==> src/rtl/fdc_rst_pkg.sv <==
package fdc_rst_pkg;
   typedef enum logic [1:0] {
      WSEL_CTRL = 2'd0,
      WSEL_RATE = 2'd1,
      WSEL_SPEC = 2'd2,
      WSEL_CFG  = 2'd3
   } wsel_e;

   localparam int CTRL_RST_BIT     = 2;   // 0 holds the core in reset
   localparam int CTRL_DMA_BIT     = 3;
   localparam int RATE_SRST_BIT    = 7;   // self-clearing reset request
   localparam int RATE_PD_BIT      = 6;   // power-down request
   localparam int CFG_POLL_OFF_BIT = 4;   // 1 disables drive polling
endpackage

==> src/rtl/fdc_rst_arb.sv <==
module fdc_rst_arb
   import fdc_rst_pkg::*;
#(
   parameter int DATA_W       = 8,
   parameter int SELF_RST_CYC = 4
) (
   input  logic              clk,
   input  logic              por,
   input  logic              hw_rst,
   input  logic              ctrl_we,
   input  logic              rate_we,
   input  logic [DATA_W-1:0] wr_data,
   output logic [DATA_W-1:0] ctrl_q,
   output logic              core_rst,
   output logic              pwr_down
);
   localparam int CNT_W = $clog2(SELF_RST_CYC + 1);
   localparam logic [CNT_W-1:0] CNT_LOAD = CNT_W'(SELF_RST_CYC);

   logic [CNT_W-1:0] cnt_q;
   logic             pin_rst, sticky_rst, self_rst;

   assign pin_rst    = por | hw_rst;
   assign sticky_rst = ~ctrl_q[CTRL_RST_BIT];
   assign self_rst   = (cnt_q != '0);
   assign core_rst   = pin_rst | sticky_rst | self_rst;

   always_ff @(posedge clk) begin
      if (pin_rst) begin
         ctrl_q   <= '0;
         cnt_q    <= '0;
         pwr_down <= 1'b0;
      end else begin
         if (ctrl_we)
            ctrl_q <= wr_data;

         // sticky reset wins: clearing it cancels a running count,
         // and a self-clearing request made under it is dropped
         if (ctrl_we && !wr_data[CTRL_RST_BIT])
            cnt_q <= '0;
         else if (rate_we && wr_data[RATE_SRST_BIT] && !sticky_rst && !self_rst)
            cnt_q <= CNT_LOAD;
         else if (self_rst)
            cnt_q <= cnt_q - 1'b1;

         if (core_rst)
            pwr_down <= 1'b0;
         else if (rate_we && wr_data[RATE_PD_BIT] && !wr_data[RATE_SRST_BIT])
            pwr_down <= 1'b1;
      end
   end
endmodule

==> src/rtl/fdc_rst_cfg.sv <==
module fdc_rst_cfg
   import fdc_rst_pkg::*;
#(
   parameter int DATA_W = 8
) (
   input  logic              clk,
   input  logic              por,
   input  logic              core_rst,
   input  logic              spec_we,
   input  logic              cfg_we,
   input  logic [DATA_W-1:0] wr_data,
   output logic [DATA_W-1:0] spec_q,
   output logic [DATA_W-1:0] cfg_q,
   output logic              poll_en
);
   // timing parameters: only power-on clears them
   always_ff @(posedge clk) begin
      if (por)
         spec_q <= '0;
      else if (spec_we)
         spec_q <= wr_data;
   end

   // Configure settings: wiped by any reset, polling back on
   always_ff @(posedge clk) begin
      if (core_rst) begin
         cfg_q   <= '0;
         poll_en <= 1'b1;
      end else if (cfg_we) begin
         cfg_q   <= wr_data;
         poll_en <= ~wr_data[CFG_POLL_OFF_BIT];
      end
   end
endmodule

==> src/rtl/fdc_rst_pins.sv <==
module fdc_rst_pins #(
   parameter int N_STB = 2
) (
   input  logic             at_mode,
   input  logic [N_STB-1:0] stb_in,
   input  logic             dma_bit,
   input  logic             pin_wp,
   input  logic             pin_trk0,
   input  logic             pin_hdsel,
   input  logic [1:0]       pin_ds,
   output logic [N_STB-1:0] stb_out,
   output logic             dma_gate,
   output logic [7:0]       stat_q
);
   for (genvar i = 0; i < N_STB; i++) begin : g_stb
      assign stb_out[i] = at_mode ? stb_in[i] : ~stb_in[i];
   end

   assign dma_gate = at_mode ? dma_bit : 1'b1;
   assign stat_q   = {1'b0, pin_wp, 1'b1, pin_trk0, 1'b1, pin_hdsel, pin_ds};
endmodule

==> src/rtl/fdc_rst_mgr.sv <==
module fdc_rst_mgr
   import fdc_rst_pkg::*;
#(
   parameter int DATA_W       = 8,
   parameter int SELF_RST_CYC = 4
) (
   input  logic              clk,
   input  logic              por,
   input  logic              hw_rst,
   input  logic              wr_en,
   input  logic [1:0]        wr_sel,
   input  logic [DATA_W-1:0] wr_data,
   input  logic              at_mode,
   input  logic              tc_in,
   input  logic              dens_in,
   input  logic              pin_wp,
   input  logic              pin_trk0,
   input  logic              pin_hdsel,
   input  logic [1:0]        pin_ds,
   output logic              core_rst,
   output logic              pwr_down,
   output logic [DATA_W-1:0] ctrl_q,
   output logic [DATA_W-1:0] spec_q,
   output logic [DATA_W-1:0] cfg_q,
   output logic              poll_en,
   output logic [7:0]        stat_q,
   output logic              dma_gate,
   output logic              tc_out,
   output logic              dens_out
);
   if (DATA_W < 8) begin : g_bad_width
      $error("fdc_rst_mgr: DATA_W must be at least 8");
   end
   if (SELF_RST_CYC < 1) begin : g_bad_cyc
      $error("fdc_rst_mgr: SELF_RST_CYC must be at least 1");
   end

   wsel_e      sel;
   logic       ctrl_we, rate_we, spec_we, cfg_we;
   logic [1:0] stb_in, stb_out;

   assign sel     = wsel_e'(wr_sel);
   assign ctrl_we = wr_en && (sel == WSEL_CTRL);
   assign rate_we = wr_en && (sel == WSEL_RATE);
   assign spec_we = wr_en && (sel == WSEL_SPEC);
   assign cfg_we  = wr_en && (sel == WSEL_CFG);

   fdc_rst_arb #(.DATA_W(DATA_W), .SELF_RST_CYC(SELF_RST_CYC)) u_arb (
      .clk      (clk),
      .por      (por),
      .hw_rst   (hw_rst),
      .ctrl_we  (ctrl_we),
      .rate_we  (rate_we),
      .wr_data  (wr_data),
      .ctrl_q   (ctrl_q),
      .core_rst (core_rst),
      .pwr_down (pwr_down)
   );

   fdc_rst_cfg #(.DATA_W(DATA_W)) u_cfg (
      .clk      (clk),
      .por      (por),
      .core_rst (core_rst),
      .spec_we  (spec_we),
      .cfg_we   (cfg_we),
      .wr_data  (wr_data),
      .spec_q   (spec_q),
      .cfg_q    (cfg_q),
      .poll_en  (poll_en)
   );

   assign stb_in = {dens_in, tc_in};

   fdc_rst_pins #(.N_STB(2)) u_pins (
      .at_mode   (at_mode),
      .stb_in    (stb_in),
      .dma_bit   (ctrl_q[CTRL_DMA_BIT]),
      .pin_wp    (pin_wp),
      .pin_trk0  (pin_trk0),
      .pin_hdsel (pin_hdsel),
      .pin_ds    (pin_ds),
      .stb_out   (stb_out),
      .dma_gate  (dma_gate),
      .stat_q    (stat_q)
   );

   assign tc_out   = stb_out[0];
   assign dens_out = stb_out[1];
endmodule

==> config.mk <==
export PLATFORM = sky130hd
export DESIGN_NAME = fdc_rst_mgr
export DESIGN_NICKNAME = d
export VERILOG_FILES = /design/src/rtl/fdc_rst_pkg.sv /design/src/rtl/fdc_rst_arb.sv /design/src/rtl/fdc_rst_cfg.sv /design/src/rtl/fdc_rst_pins.sv /design/src/rtl/fdc_rst_mgr.sv
export SDC_FILE = /design/constraint.sdc
export NUM_CORES = 1
export LEC_CHECK = 0
export ABC_AREA = 1
export CAP_MARGIN = 40
export CORE_ASPECT_RATIO = 0.9
export CORE_MARGIN = 10
export CORE_UTILIZATION = 37
export DETAILED_ROUTE_END_ITERATION = 7
export GPL_TIMING_DRIVEN = 0
export PLACE_DENSITY_LB_ADDON = 0.1
export SLEW_MARGIN = 20
export SYNTH_ARGS = -nofsm -noshare
export SYNTH_HDL_FRONTEND = slang
export SYNTH_HIERARCHICAL = 1
export SYNTH_SLANG_ARGS = --single-unit
==> constraint.sdc <==
create_clock -name clk -period 1.3 [get_ports clk]
set_clock_uncertainty 0.15 [all_clocks]
set_input_delay 0.26 -clock clk [delete_from_list [all_inputs] [get_ports clk]]
set_output_delay 0.26 -clock clk [all_outputs]
set_load 0.02 [all_outputs]
* Yosys cells after proc, flatten, opt, wreduce, memory -nomap -nowiden *
Cells that the tools add are included.

word-level totals
  register bits after elaboration = 29
  input bits = 22
  word-level logic and storage cells = 42

cells by class
  add/sub/neg operators = 1
  equality and inequality tests = 3
  muxes and demuxes = 5
  bitwise logic cells = 7
  reduce and logical (&&, ||, !) cells = 19

operator list
  cell                 number
  $logic_and 1x1->1    10
  $mux 3               2
  $eq 2x2->1 const B   2
  $not 1->1            4
  $reduce_or 2->1      2
  $logic_not 1->1      3
  $mux 1               3
  $or 1x1->1           3
  $reduce_bool 3->1    1
  $reduce_or 3->1      1
  $sub 3x1->3 const B  1
  $eq 2x1->1 const B   1
  $logic_not 2->1      1
  $reduce_bool 2->1    1

* Longest topological paths before layout *
Gate-level depths: netlist of run 1.

  depth in word-level cells = 6
  depth in mapped cells = 9
  gate-level depth less buffers = 8

* By module *
The synthesis of run 1 kept the hierarchy.

by module, submodules not included
  module        times used  cells each  area an instance (um2)  seq. area each (um2)
  fdc_rst_cfg   1           98          690.7                   340.3
  fdc_rst_arb   1           70          539.3                   240.2
  fdc_rst_pins  1           21          108.9                   0.0
  fdc_rst_mgr   1           8           30.0                    0.0

* Worst setup path after synthesis of run 1 *
OpenSTA, ideal clock, no wires.

  path type = register to register
  start = register u_arb.cnt_q[0]
  end = register u_cfg.cfg_q[0]
  arrival time = 1173 ps
  data required time = 1037 ps
  path slack = -137 ps
  stages on the path, launching flop included = 9
  path through = dfxtp_1 > inv_1 > ha_1 > nand2_2 > inv_2 > nand3_2 > clkinv_1 > nand2_1 > nor2_1

between the ends
  longest elaborated chain between the ends = 2

ends and longest elaborated chain
  item                    line               source
  from (decl)             fdc_rst_arb.sv:20  logic [CNT_W-1:0] cnt_q;
  from (signal assigned)  fdc_rst_arb.sv:44  cnt_q <= cnt_q - 1'b1;
  $reduce_bool 3->1       fdc_rst_arb.sv:25  assign self_rst = (cnt_q != '0);
  $or 1x1->1              fdc_rst_arb.sv:26  assign core_rst = pin_rst | sticky_rst | self_rst;
  net core_rst            fdc_rst_mgr.sv:20  output logic core_rst,
  to (signal assigned)    fdc_rst_cfg.sv:30  cfg_q <= wr_data;
  to (decl)               fdc_rst_cfg.sv:13  output logic [DATA_W-1:0] cfg_q,

The timed path passes the listed nets, and every way through them passes these cells.
A chain may end at the register's enable or synchronous reset.

* Final worst setup path of run 1 *
  start = register u_arb.cnt_q[0]
  end = output port core_rst

between the ends
  longest elaborated chain between the ends = 2

ends and longest elaborated chain
  item               line
  $reduce_bool 3->1  fdc_rst_arb.sv:25
  $or 1x1->1         fdc_rst_arb.sv:26
  to (decl)          fdc_rst_mgr.sv:20

Every way passes these cells.

==> results of run 1 <==
-- cell usage after synthesis (2+ instances only) --
cell type	number
nand3_1	3
inv_2	4
buf_6	3
inv_1	23
buf_8	2
buf_4	8
nor2_1	39
conb_1	2
nand2_2	5
a21oi_1	9
dfxtp_1	29
nand2_1	60
ha_1	2
-- worst paths after layout --
check / startpoint / to / slack [ns] / cells past startpoint
max: u_arb/cnt_q[0]$_SDFFE_PP0P_ / core_rst / -0.23 / 6
min: u_arb/ctrl_q[4]$_SDFFE_PP0P_ / u_arb/ctrl_q[4]$_SDFFE_PP0P_ / 0.31 / 2
max reg2reg: u_arb/cnt_q[0]$_SDFFE_PP0P_ / u_cfg/cfg_q[4]$_SDFFE_PP0P_ / 0.02 / 9
min reg2reg: u_arb/ctrl_q[4]$_SDFFE_PP0P_ / u_arb/ctrl_q[4]$_SDFFE_PP0P_ / 0.31 / 2
-- where the power goes --
group	switching, µW	internal, µW
Sequential	8.48	906
Combinational	161	136
Clock	334	477
-- stage by stage --
stage / cell area (µm²) / total power [µW] / setup TNS, ns / hold WS [ns]
floorplan: 1390 / 1110 / 0 / 0.250
global route: 2010 / 2120 / -0.758 / 0.333
detailed placement: 1950 / 1250 / -11.93 / 0.304
finish: 2010 / 2020 / -0.235 / 0.312
global placement: 1950 / 1250 / -11.46 / 0.296
CTS: 2080 / 2060 / -0.399 / 0.313
-- flip-flops by register name, indices dropped and copies added (netlist names) --
signal	count
u_arb/cnt_q	3
u_arb/ctrl_q	8
u_arb/pwr_down	1
u_cfg/cfg_q	8
u_cfg/poll_en	1
u_cfg/spec_q	8
-- worst reg2reg max path, cell delays in order, from the launching register on --
cell and delay (ns):
dfxtp_2 0.33, inv_4 0.07, ha_4 0.14, nand2_4 0.05, inv_4 0.06, nand3_4 0.06, buf_4 0.16, inv_8 0.07
nand2_1 0.05, nor2_1 0.08
-- what timing repair did --
item                                    4_1_cts  5_1_grt
endpoints found under the setup margin       50       26
cloned                                        0        0
resized for setup                           128       22
pin swaps                                     7        1
buffers inserted                              8        1
-- final cells by class --
class                      count  area (µm²)  share of cell area (%)
sequential                    29         586                    29.1
multi-input combinational    127         584                    29.0
timing repair buffer          60         438                    21.7
inverter                      29         126                    6.27
buffer                        13         124                    6.15
clock buffer                   7        96.3                    4.78
tap                           44        55.1                    2.73
clock inverter                 1        5.00                   0.248
-- logic make-up after synthesis --
kind of cell             share of synthesized area (%)
other                                            0.549
AO/OA/AOI/OAI                                     5.30
AND/OR/NAND/NOR                                   32.5
adder cells (fa/ha/maj)                           1.83
flip-flops                                        42.4
buffers and inverters                             17.4
-- layer usage --
| layer | global-route usage [%] | share of wire [%] |
|---|---|---|
| met5 | 0 | 0 |
| met2 | 17.0 | 42 |
| met3 | 5.64 | 11 |
| met1 | 12.5 | 46 |
| met4 | 5.52 | 1.3 |
==> metrics.yaml, run 1 <==
die:
  dieArea_um2: 6540
  floorplan.core_area_um2: 3480
  io_pins: 60
  die_w_um: 84.1
  fp.dieH_um: 77.7
  core.rowCount: 20
  floorplan.initialDensity_pct: 39.4
clock_network:
  clkSinkCount: 29
  reg_clk_slew_reported_paths_ns: 0.06
  cts_max_path_buffers: 2
  ctsRootBufferMaster: "clkbuf_8"
  insertion_delay_ns: 0.27
  num_cts_buffers: 5
  cts_hold_repair.buffers: 0
  tritoncts: "yes"
  htreeDepth: 2
flow_run:
  maxCapViolCount: 0
global_routing:
  grt_antenna_before_repair: 0
  global_route.usage.total_pct: 11.1
  overflow: 0
  number_of_global_route_vias_before_repair: 1352
  grt_max_degree: 11
  grt_pass1_wl_um: 6140
setup_path:
  worstSetupStartpointType: "register"
  worst_path_max_fanout: 3
  crit_chain: "inv_4, ha_4, nand2_4, inv_4, nand3_4, buf_6"
  worst_setup_path_end_kind: "output pin"
  critical_path_required_ns: 0.89
  critical-path-top-delay-family: "flip-flops"
  path_class: "register to output pin"
  worst_path_largest_cell_delay_ns: 0.33
  critical_path.slowest_cell: "dfxtp_2"
  timing.critical_path.buf_inv: 3
  timing.critical_path.mode_cell: "inv_4"
  cp_data_arrival_time_ns: 1.12
timing:
  setup_violations: 1
  min_period_ns: 1.53
  timing.final.crit_share_pct: 118
  rsz_0062_raised_after_global_routing: "yes"
  worst_slack_ns: -0.235
  achievable-frequency_ghz: 0.652
  slew_viol_final: 0
  final_hold_viol_count: 0
cells_and_area:
  mostFrequentLayoutCell: "nand2_1"
  num-nets-final: 289
  n_fill_cell: 369
  postLayoutCoreUtil_pct: 57.9
  layout-drive-gt1-share_pct: 31.6
  instances_no_fill: 310
  most-common-layout-cells: "60 x nand2_1, 37 x nor2_1, 25 x dfxtp_1"
  area_growth_pct: 47.2
  diodes: 0
logic_synthesis:
  synth-main-ff-cell: "dfxtp_1"
  postSynthAreaPerCell_um2: 6.95
  synthesis.instances: 197
  synth.yosys.warnings: 6
  syn-cell-area_um2: 1370
  synth_area_leaders: "dfxtp_1 42%, nand2_1 16%, nor2_1 11%"
  netlist-cell-type-count: 21
  synth-edff-count: 0
  synth_area_leader_cell: "dfxtp_1"
  seq_area_frac_synth_pct: 42.4
  yosys.area.top_type_share_pct: 42.4
  postSynth.asyncResetShare_pct: 0
  yosys_register_bits: 29
drt:
  dr_total_vias: 1318
  post_detailed_route_drc_marker_count: 0
  detail_route.vias_per_cell: 4.25
  antenna_violation_net_count_after_detailed_routing: 0
  detailedRoute.firstPassIterationCount: 4
  routed_wire_length_per_instance_um: 11.6
  detail_route.iter0.violations: 53
  postRouteWirelength_um: 3600
min_path:
  worstHoldPathType: "register to register"
placement:
  detailedPlace.worstSlack_ns: -0.705
  place_congestion: 0.757
  dpl.hpwl_um: 2800
  place_inst: 293
  number_of_input_and_output_port_buffers_inserted: 51
power:
  vdd_drop_max_mv: 0.650
  p_leak_uw: 0.000976
  pwr_density_cell_nw_per_um2: 1000
run_status:
  run_status: "complete, but fails checks"
  failed_checks: "negative setup slack"
Power figures use the tool's default switching activity.
==> inputs of run 2 (changes only) <==
Settings changed: CORE_UTILIZATION 37 to 44.
Clock period 1.3 ns to 1.8 ns, I/O delays scaled along.
==> metrics.yaml, run 2 (same netlist as run 1, synthesis figures left out) <==
power:
  p_sw_share_pct: 25.7
  power.internal_uw: 944
  switchingPower_uw: 327
  p_clk_share_pct: 30.7
  vdd_drop_max_mv: 0.474
  seqPwrFrac_pct: 51.9
  pwr_density_cell_nw_per_um2: 618
  p_leak_uw: 0.00115
  pwr-share-comb_pct: 17.4
  power_uw: 1270
timing:
  achievable-frequency_ghz: 0.555
  rsz_0062_raised_after_global_routing: "yes"
  worst_slack_ns: -0.00331
  final.setup.tns_ns: -0.00331
  final_hold_viol_count: 0
  min_period_ns: 1.80
  slew_viol_final: 0
  timing.final.crit_share_pct: 100
  setup_violations: 1
setup_path:
  worst_path_max_fanout: 4
  worst_setup_path_end_kind: "output pin"
  worstSetupStartpointType: "input pin"
  path_class: "input pin to output pin"
  critical_path_required_ns: 1.29
  cp_data_arrival_time_ns: 1.29
  crit_chain: "clkdlybuf4s50_1, nor2_4, nand3_4, buf_6"
  critical_path.slowest_cell: "clkdlybuf4s50_1"
  worst_path_largest_cell_delay_ns: 0.45
drt:
  dr_total_vias: 1269
  detailedRoute.firstPassIterationCount: 5
  antenna_violation_net_count_after_detailed_routing: 0
  postRouteWirelength_um: 3530
  detail_route.iter0.violations: 36
  routed_wire_length_per_instance_um: 11.8
  detail_route.vias_per_cell: 4.23
  post_detailed_route_drc_marker_count: 0
global_routing:
  grt_max_degree: 11
  overflow: 0
  grt_antenna_before_repair: 0
  number_of_global_route_vias_before_repair: 1230
  grt_pass1_wl_um: 5640
  global_route.usage.total_pct: 12.4
clock_network:
  ctsRootBufferMaster: "clkbuf_4"
  insertion_delay_ns: 0.32
  cts_max_path_buffers: 2
  clkSinkCount: 29
  htreeDepth: 2
  reg_clk_slew_reported_paths_ns: 0.09
  num_cts_buffers: 5
  tritoncts: "yes"
cells_and_area:
  diodes: 0
  num-nets-final: 282
  instances_no_fill: 300
  most-common-layout-cells: "60 x nand2_1, 39 x nor2_1, 27 x dfxtp_1"
  postLayoutCellArea_um2: 2050
  layout-drive-gt1-share_pct: 16.7
  area_taken_by_multi_input_logic_gates_um2: 579
  area_growth_pct: 50.1
  regArea_um2: 583
  mostFrequentLayoutCell: "nand2_1"
  n_fill_cell: 285
  biggestRegsByFlops: "u_arb/ctrl_q: 8 flops, u_cfg/cfg_q: 8 flops, u_cfg/spec_q: 8 flops"
run_status:
  failed_checks: "negative setup slack"
  run_status: "complete, but fails checks"
placement:
  place_congestion: 0.800
  dpl.hpwl_um: 2790
  detailedPlace.worstSlack_ns: -0.417
  number_of_input_and_output_port_buffers_inserted: 51
  place_area_um2: 1940
  place_inst: 291
min_path:
  worstHoldPathType: "register to register"
die:
  floorplan.initialDensity_pct: 45.3
  core.rowCount: 19
  fp.dieH_um: 72.9
  die_w_um: 78.8
  io_pins: 60
  floorplan.core_area_um2: 3020
  dieArea_um2: 5740
flow_run:
  maxCapViolCount: 0
run 2: repair_timing:
action / in CTS / in global routing
endpoints found under the hold margin: 0 / 0
endpoints found under the setup margin: 15 / 17
buffers inserted: 0 / 2
gates resized for setup: 22 / 27
pin swaps: 0 / 1
hold buffers: 0 / 0
run 2: final timing paths:
path                                   to  depth (start not counted)  slack (ns)                         start
max reg2reg   u_cfg/cfg_q[0]$_SDFFE_PP0P_                          8        0.40   u_arb/cnt_q[1]$_SDFFE_PP0P_
min reg2reg  u_arb/ctrl_q[6]$_SDFFE_PP0P_                          2        0.31  u_arb/ctrl_q[6]$_SDFFE_PP0P_
max                              core_rst                          4      -0.003                        hw_rst
min          u_arb/ctrl_q[6]$_SDFFE_PP0P_                          2        0.31  u_arb/ctrl_q[6]$_SDFFE_PP0P_
run 2: power groups by stage:
stage                     Combinational (µW)  Sequential [µW]  Clock (µW)
after global placement                   226              675           0
after detailed placement                 227              675           0
after floorplan                          109              690           0
after CTS                                222              660         406
after global routing                     240              662         445
final                                    220              660         390
run 2: critical path: cells and delay by family:
kind                   cells  cell delay (ns)
and+or+nand+nor            2             0.34
buffers and inverters      2             0.59
run 2: layout make-up:
cell class	instances	area share, %
Inverter	29	5.66
Sequential cell	29	28.4
Timing Repair Buffer	53	26.5
Buffer	13	6.03
Multi-Input combinational cell	127	28.2
Tap cell	42	2.56
Clock buffer	7	2.68
run 2: per-layer routing:
layer	routed length (µm)	global-route usage, %	up-vias
li1	-	-	692
met1	1610	14.2	534
met2	1590	19.1	41
met3	312	7.02	2
met4	16	4.17	0
met5	0	0	-
run 2: through the flow:
stage / hold WS (ns) / utilization, %
2_1_floorplan: 0.332 / -
3_3_place_gp: 0.301 / 64.1
3_5_place_dp: 0.305 / 64.1
4_1_cts: 0.317 / 65.3
5_1_grt: 0.338 / 68.0
6_report: 0.313 / 68.0
==> inputs of run 3 (changes only) <==
Settings changed: GPL_ROUTABILITY_DRIVEN from default to 1.
==> results of run 3 <==
Final layout, timing and power as in run 2 (identical DEF).
